<file path="config.mk">
export PLATFORM = sky130hd
export DESIGN_NAME = page_xlate
export DESIGN_NICKNAME = d
export VERILOG_FILES = /design/src/rtl/page_xlate.sv
export SDC_FILE = /design/constraint.sdc
export NUM_CORES = 1
export LEC_CHECK = 0
export ABC_AREA = 1
export BUFFER_PORTS_ARGS = -buffer_cell sky130_fd_sc_hd__buf_2
export CAP_MARGIN = 10
export CORE_AREA = 2 2 258 260
export DETAILED_ROUTE_END_ITERATION = 8
export DIE_AREA = 0 0 260 262
export HOLD_SLACK_MARGIN = 0.06
export REMOVE_ABC_BUFFERS = 1
export SLEW_MARGIN = 10
export SYNTH_ARGS = -nofsm -noshare
export SYNTH_HDL_FRONTEND = slang
export SYNTH_SLANG_ARGS = --single-unit
</file>
<file path="constraint.sdc">
create_clock -name clk -period 2.9 [get_ports clk]
set_input_delay 0.29 -clock clk [delete_from_list [all_inputs] [get_ports clk]]
set_output_delay 0.29 -clock clk [all_outputs]
set_load 0.03 [all_outputs]
</file>
<file path="src/rtl/page_xlate.sv">
module page_xlate #(
  parameter int VA_W    = 32,
  parameter int PA_W    = 32,
  parameter int OFF_W   = 13,
  parameter int ENTRIES = 8
) (
  input  logic                    clk,
  input  logic                    rst_n,
  input  logic                    user_mode,
  input  logic                    req_valid,
  input  logic [VA_W-1:0]         req_vaddr,
  input  logic [1:0]              req_kind,
  output logic                    rsp_ready,
  output logic [PA_W-1:0]         rsp_paddr,
  output logic                    rsp_fault,
  output logic                    miss_req,
  output logic [PA_W-1:0]         miss_addr,
  input  logic                    fill_valid,
  input  logic [PA_W-OFF_W+2:0]   fill_pte,
  input  logic                    cfg_valid,
  input  logic [1:0]              cfg_op,
  input  logic [VA_W-OFF_W-1:0]   cfg_vpn,
  input  logic [PA_W-OFF_W+2:0]   cfg_pte,
  input  logic [PA_W-1:0]         cfg_base
);
  localparam int VPN_W = VA_W - OFF_W;
  localparam int PFN_W = PA_W - OFF_W;
  localparam int PTE_W = PFN_W + 3;
  localparam int IDX_W = (ENTRIES > 1) ? $clog2(ENTRIES) : 1;
  localparam logic [1:0] OP_BASE = 2'b01, OP_INST = 2'b10, OP_FLUSH = 2'b11;
  localparam logic [1:0] KIND_WR = 2'b01;

  logic [ENTRIES-1:0] v_q, w_q, u_q;
  logic [VPN_W-1:0]   tag_q [ENTRIES];
  logic [PFN_W-1:0]   pfn_q [ENTRIES];
  logic [IDX_W-1:0]   rr_q;
  logic               wait_q;
  logic [VPN_W-1:0]   miss_vpn_q;
  logic [PA_W-1:0]    miss_addr_q, base_q;

  wire [VPN_W-1:0] req_vpn = req_vaddr[VA_W-1:OFF_W];

  logic hit, wmatch;
  logic [IDX_W-1:0] hit_idx, widx;
  logic [VPN_W-1:0] wr_vpn;
  logic [PTE_W-1:0] wr_pte;

  always_comb begin
    hit = 1'b0; hit_idx = '0;
    for (int i = 0; i < ENTRIES; i++)
      if (v_q[i] && tag_q[i] == req_vpn) begin hit = 1'b1; hit_idx = IDX_W'(i); end
  end

  wire fill_acc = wait_q & fill_valid;
  wire cfg_acc  = cfg_valid & ~user_mode & ~fill_acc;
  wire base_ld  = cfg_acc & (cfg_op == OP_BASE);
  wire flush    = cfg_acc & (cfg_op == OP_FLUSH);
  wire inst     = cfg_acc & (cfg_op == OP_INST);

  assign wr_vpn = fill_acc ? miss_vpn_q : cfg_vpn;
  assign wr_pte = fill_acc ? fill_pte : cfg_pte;

  always_comb begin
    wmatch = 1'b0; widx = '0;
    for (int i = 0; i < ENTRIES; i++)
      if (v_q[i] && tag_q[i] == wr_vpn) begin wmatch = 1'b1; widx = IDX_W'(i); end
  end

  wire wr_en = (fill_acc & fill_pte[0]) | (inst & (cfg_pte[0] | wmatch));
  wire [IDX_W-1:0] slot = wmatch ? widx : rr_q;
  wire go_miss = req_valid & ~wait_q & ~hit;

  wire look    = req_valid & ~wait_q & hit;
  wire perm_ok = (~user_mode | u_q[hit_idx]) & ((req_kind != KIND_WR) | w_q[hit_idx]);

  assign rsp_ready = look & perm_ok;
  assign rsp_fault = (look & ~perm_ok) | (fill_acc & ~fill_pte[0]);
  assign rsp_paddr = rsp_ready ? {pfn_q[hit_idx], req_vaddr[OFF_W-1:0]} : '0;
  assign miss_req  = wait_q;
  assign miss_addr = miss_addr_q;

  always_ff @(posedge clk or negedge rst_n) begin
    if (!rst_n) begin
      v_q <= '0; w_q <= '0; u_q <= '0; rr_q <= '0;
      wait_q <= 1'b0; miss_vpn_q <= '0; miss_addr_q <= '0; base_q <= '0;
      for (int i = 0; i < ENTRIES; i++) begin tag_q[i] <= '0; pfn_q[i] <= '0; end
    end else begin
      if (go_miss) begin
        wait_q      <= 1'b1;
        miss_vpn_q  <= req_vpn;
        miss_addr_q <= base_q + {{(PA_W-VPN_W-2){1'b0}}, req_vpn, 2'b00};
      end else if (fill_acc) begin
        wait_q <= 1'b0;
      end
      if (base_ld) base_q <= cfg_base;
      if (flush) begin
        v_q <= '0;
      end else if (wr_en) begin
        v_q[slot]   <= wr_pte[0];
        w_q[slot]   <= wr_pte[1];
        u_q[slot]   <= wr_pte[2];
        tag_q[slot] <= wr_vpn;
        pfn_q[slot] <= wr_pte[PTE_W-1:3];
        if (!wmatch) rr_q <= (rr_q == IDX_W'(ENTRIES-1)) ? '0 : rr_q + 1'b1;
      end
    end
  end

  assert_resp_excl_R11: assert property (@(posedge clk) disable iff (!rst_n)
    !(rsp_ready && rsp_fault));
  assert_idle_quiet_R11: assert property (@(posedge clk) disable iff (!rst_n)
    !req_valid |-> (!rsp_ready && rsp_paddr == '0));
  assert_miss_hold_R2: assert property (@(posedge clk) disable iff (!rst_n)
    (miss_req && !fill_valid) |=> (miss_req && $stable(miss_addr)));
  assert_fill_ends_R4: assert property (@(posedge clk) disable iff (!rst_n)
    (miss_req && fill_valid) |=> !miss_req);
  assert_flush_empty_R8: assert property (@(posedge clk) disable iff (!rst_n)
    (cfg_valid && !user_mode && cfg_op == OP_FLUSH && !(miss_req && fill_valid)) |=> (v_q == '0));
  assert_user_cfg_R7: assert property (@(posedge clk) disable iff (!rst_n)
    (cfg_valid && user_mode && !(miss_req && fill_valid)) |=> ($stable(base_q) && $stable(v_q)));
endmodule

</file>
==> summary.md <==
| Metric | Value |
|---|---|
| Critical Path Most Common Cell | `nand3_2` |
| Ranking of synthesized cells by area | `dfrtp_1 40%, nand2_1 18%, nand3_1 5.0%, nand4_1 5.0%, nor2_1 4.8%` |
| Source of the worst register-to-register timing path | `miss_req$_DFFE_PN0P_` |
| Clock Latency Late Sink | `0.64 ns` |
| Critical Path Fanout Max | `8` |
| Unrepaired setup endpoints after global routing | `true` |
| Initial antenna violation count | `0` |
| Gpl congestion | `1.03` |
| DRC | `0` |
| Layout cells sized above 1 | `0.373` |
| Crit. End Element | `output pin` |
| Flop pwr share | `0.290` |
| Worst-Margin Slew | `0.618 ns` |
| Critical path class | `flop to output pin` |
| Layout Utilization | `0.636` |
| Drt first-iter violations | `4245` |
| Fin worst setup slack | `-1.02 ns` |
| Critical Path Source | `tag_q[104]$_DFFE_PN0P_` |
| R2R Setup Slk | `-0.91 ns` |
| Crit path DAT | `3.63 ns` |
| Switching part of the total | `0.419` |
| YS warnings | `0` |
| Nets@finish | `4807` |
| Synth Cell Area | `0.0260 mm^2` |
| Total die area | `0.0681 mm^2` |
| Final Setup Violations | `416` |
| Ports | `204` |
| P&R area growth vs syn | `59.7%` |
| Initial core utilization | `0.398` |
| Post-Syn Area per Cell | `7.06 um^2` |
| Critical path endpoint | `rsp_paddr[12]` |
| Sw Pwr | `14.4 mW` |
| Total global-route track usage | `0.365` |
| End of the worst register-to-register path | `tag_q[107]$_DFFE_PN0P_` |
| Leakage | `20.8 nW` |
| Failing checks | `setup timing` |
| Crit share post-route | `1.35` |
| Number of clock buffers inserted by TritonCTS | `50` |
| Final wirelength | `140000 um` |
| Clock Skew | `0.0245 ns` |
| Clk slew on worst S/H paths | `0.06 ns` |
| WP data required | `2.61 ns` |
| Die Y | `262 um` |
| Hold Crit Class | `input pin to flop` |
| Max Cap Viol | `0` |
| Slew Limit Fails | `0` |
| Wirelength per Cell | `25.3 um` |
| Max_slew headroom | `0.588` |
| Vias in the first global route | `29.2k` |
| Unique masters post-synth | `50` |
| Post-placement setup slack | `-0.791 ns` |
| Reg2Reg Depth | `26` |
| First-pass GRT wire length | `185000 um` |
| Length of the first detailed-routing pass in iterations | `6` |
| Pwr dens | `827 mW/mm^2` |
| CP cell instances | `inv_2 > nand2_1 > nand2_2 > nor2_1 > nand2_1 > nor2_2 > nand3_2 > nand2_1 > nand2_2 > nand2_2 > nand2_4 > nand2_4 > buf_6 > nand3_2 > nand3_2 > nand3_2 > nand3_4 > nand3_4 > buf_8 > buf_6 > nor2_2 > buf_6` |
| Internal power | `19.9 mW` |
| Largest net degree at the start of global routing | `66` |
| Slowest cell on the critical path | `dfrtp_1` |
| Post-synth top area share | `0.400` |
| Register area share after synthesis | `0.400` |
| HP Start | `req_vaddr[18]` |
| Root buf cell | `clkbuf_16` |
| Overflow after GRT | `0` |
| Std-Cell Rows | `94` |
| Final HPWL DP | `85700 um` |
| Antenna-violating nets left | `0` |
| Core box area | `0.0653 mm^2` |
| CTS tree | `built` |
| CTS Sinks | `415` |
| Synth Instances | `3682` |
| # H-tree levels | `2` |
| Final Hold Viols | `0` |
| FMAX | `255 MHz` |
| Via count | `32.0k` |
| Clock Tree Buf Depth | `3` |
| Synth Register Bits | `415` |
| Final Critical Period | `3.92 ns` |
| Vias per std cell | `5.76` |
| Synth area leader | `dfrtp_1` |
| CP startpoint kind | `flop` |
| Worst VDD drop | `0.000572 V` |
| IO buf count | `203` |
| CP max stage delay | `0.46 ns` |
| Antenna cells | `0` |
| Clk network pwr share | `0.203` |
| Die width | `260 um` |
| Status | `complete, but fails checks` |
| Comb power frac | `0.506` |
## stage by stage
step / TNS [ns] / cell area [um^2] / total power [mW] / std cells / hold slack (ns)
2_1_floorplan: -1939.03 / 24800 / 15.9 / 3459 / -0.00559
3_3_place_gp: -265.27 / 33400 / 22.7 / 5203 / 0.299
3_5_place_dp: -267.89 / 33400 / 22.8 / 5203 / 0.303
4_1_cts: -186.98 / 38200 / 31.4 / 5434 / 0.126
5_1_grt: -313.09 / 41500 / 35.8 / 5552 / 0.181
6_report: -296.79 / 41500 / 34.3 / 5552 / 0.144
## state kept, by name, summed over array words and instances, names as in the netlist
name,count
miss_vpn_q,19
rr_q,3
v_q,8
u_q,8
miss_req,1
tag_q,152
w_q,8
pfn_q,152
base_q,32
miss_addr,32
## cells in the mapped netlist, drive strengths merged
cell type / n
nand2b: 2
fa: 1
inv: 280
o31ai: 1
xor2: 75
dfrtp: 415
o21bai: 41
or2: 4
o211ai: 5
mux2: 27
o22ai: 73
xnor2: 38
nor4: 19
nand2: 1275
nor2: 340
nand4: 209
nand3: 265
and3: 2
clkinv: 2
buf: 158
nor3b: 5
o21a: 2
a41oi: 1
a221oi: 1
o2111ai: 9
ha: 21
a21boi: 2
a21oi: 56
nor3: 26
o221ai: 1
and2: 2
a31oi: 3
clkbuf: 65
nand3b: 9
a21o: 1
o21ai: 246
## metal layers
metal	vias up	share of wire	GRT usage
met5	-	0	0.00347
met4	0	0.082	0.209
met3	656	0.11	0.0606
met2	2233	0.44	0.584
met1	15100	0.37	0.468
li1	14000	-	-
## worst min path at each step
stage                           endpoint  slack (ns)  cells past startpoint
3_5_place_dp      tag_q[108]$_DFFE_PN0P_        0.30                      1
6_report       miss_vpn_q[5]$_DFFE_PN0P_        0.14                      4
3_3_place_gp      tag_q[105]$_DFFE_PN0P_        0.30                      1
5_1_grt        miss_vpn_q[5]$_DFFE_PN0P_        0.18                      4
4_1_cts        miss_vpn_q[5]$_DFFE_PN0P_        0.13                      4
2_1_floorplan      base_q[0]$_DFFE_PN0P_      -0.006                      0
## worst max-delay path, delay by kind of cell, from the launching register on
family	cells	cell delay, ns
DFF	1	0.46
and+or+nand+nor	17	1.92
buffers and inverters	5	0.62
## cells by family after synthesis
group / Yosys count / share of synthesized area
buf+inv: 505 / 0.0846
fa+ha+maj: 22 / 0.0109
simple gates: 2158 / 0.353
flops: 415 / 0.400
compound gates: 442 / 0.102
mux: 27 / 0.0117
xor+xnor: 113 / 0.0381
## repair_timing
item                                    4_1_cts  5_1_grt
gates cloned                                 26       43
gates resized for setup                     363      543
buffers inserted                             84       88
hold endpoints to repair                     82        0
pin swaps                                   150      185
endpoints found under the setup margin      368      417
hold buffers                                 34        0
## final cells by class
cell class	count	area, um^2
inverter	282	1080
tap	864	1080
fill	5503	23800
clock inverter	22	338
clock buffer	70	1470
sequential	415	10400
multi-input combinational	2762	15500
timing repair buffer	1137	11600
## layout by cell type (no fill, tap or decap), types with 15 or more instances in the layout
cell type      instances
a21oi_1               47
buf_8                 20
ha_1                  21
o21bai_1              41
inv_1                245
buf_6                 97
xor2_1                70
dfrtp_1              402
nand2_1             1040
nor2_2                33
nand2_4               58
nor3_1                15
nor2_4                23
o21ai_0              138
buf_12               136
nand3_2               86
clkbuf_16             82
buf_2                168
mux2_2                27
o22ai_1               64
buf_16                29
nand2_2              171
o21ai_2               26
inv_2                 29
o21ai_1               68
dlygate4sd3_1         34
buf_4                620
nand3_1              166
nor2_1               284
nand4_1              209
xnor2_1               33
## power by group through the flow
| stage | combinational, mW | clock [mW] | sequential [mW] |
|---|---|---|---|
| 2_1_floorplan | 6.25 | 0 | 9.64 |
| 3_3_place_gp | 13.1 | 0 | 9.60 |
| 3_5_place_dp | 13.2 | 0 | 9.62 |
| 4_1_cts | 14.8 | 6.98 | 9.60 |
| 5_1_grt | 18.4 | 7.22 | 10.1 |
| 6_report | 17.4 | 6.97 | 9.96 |
(Power assumes the default switching activity.)
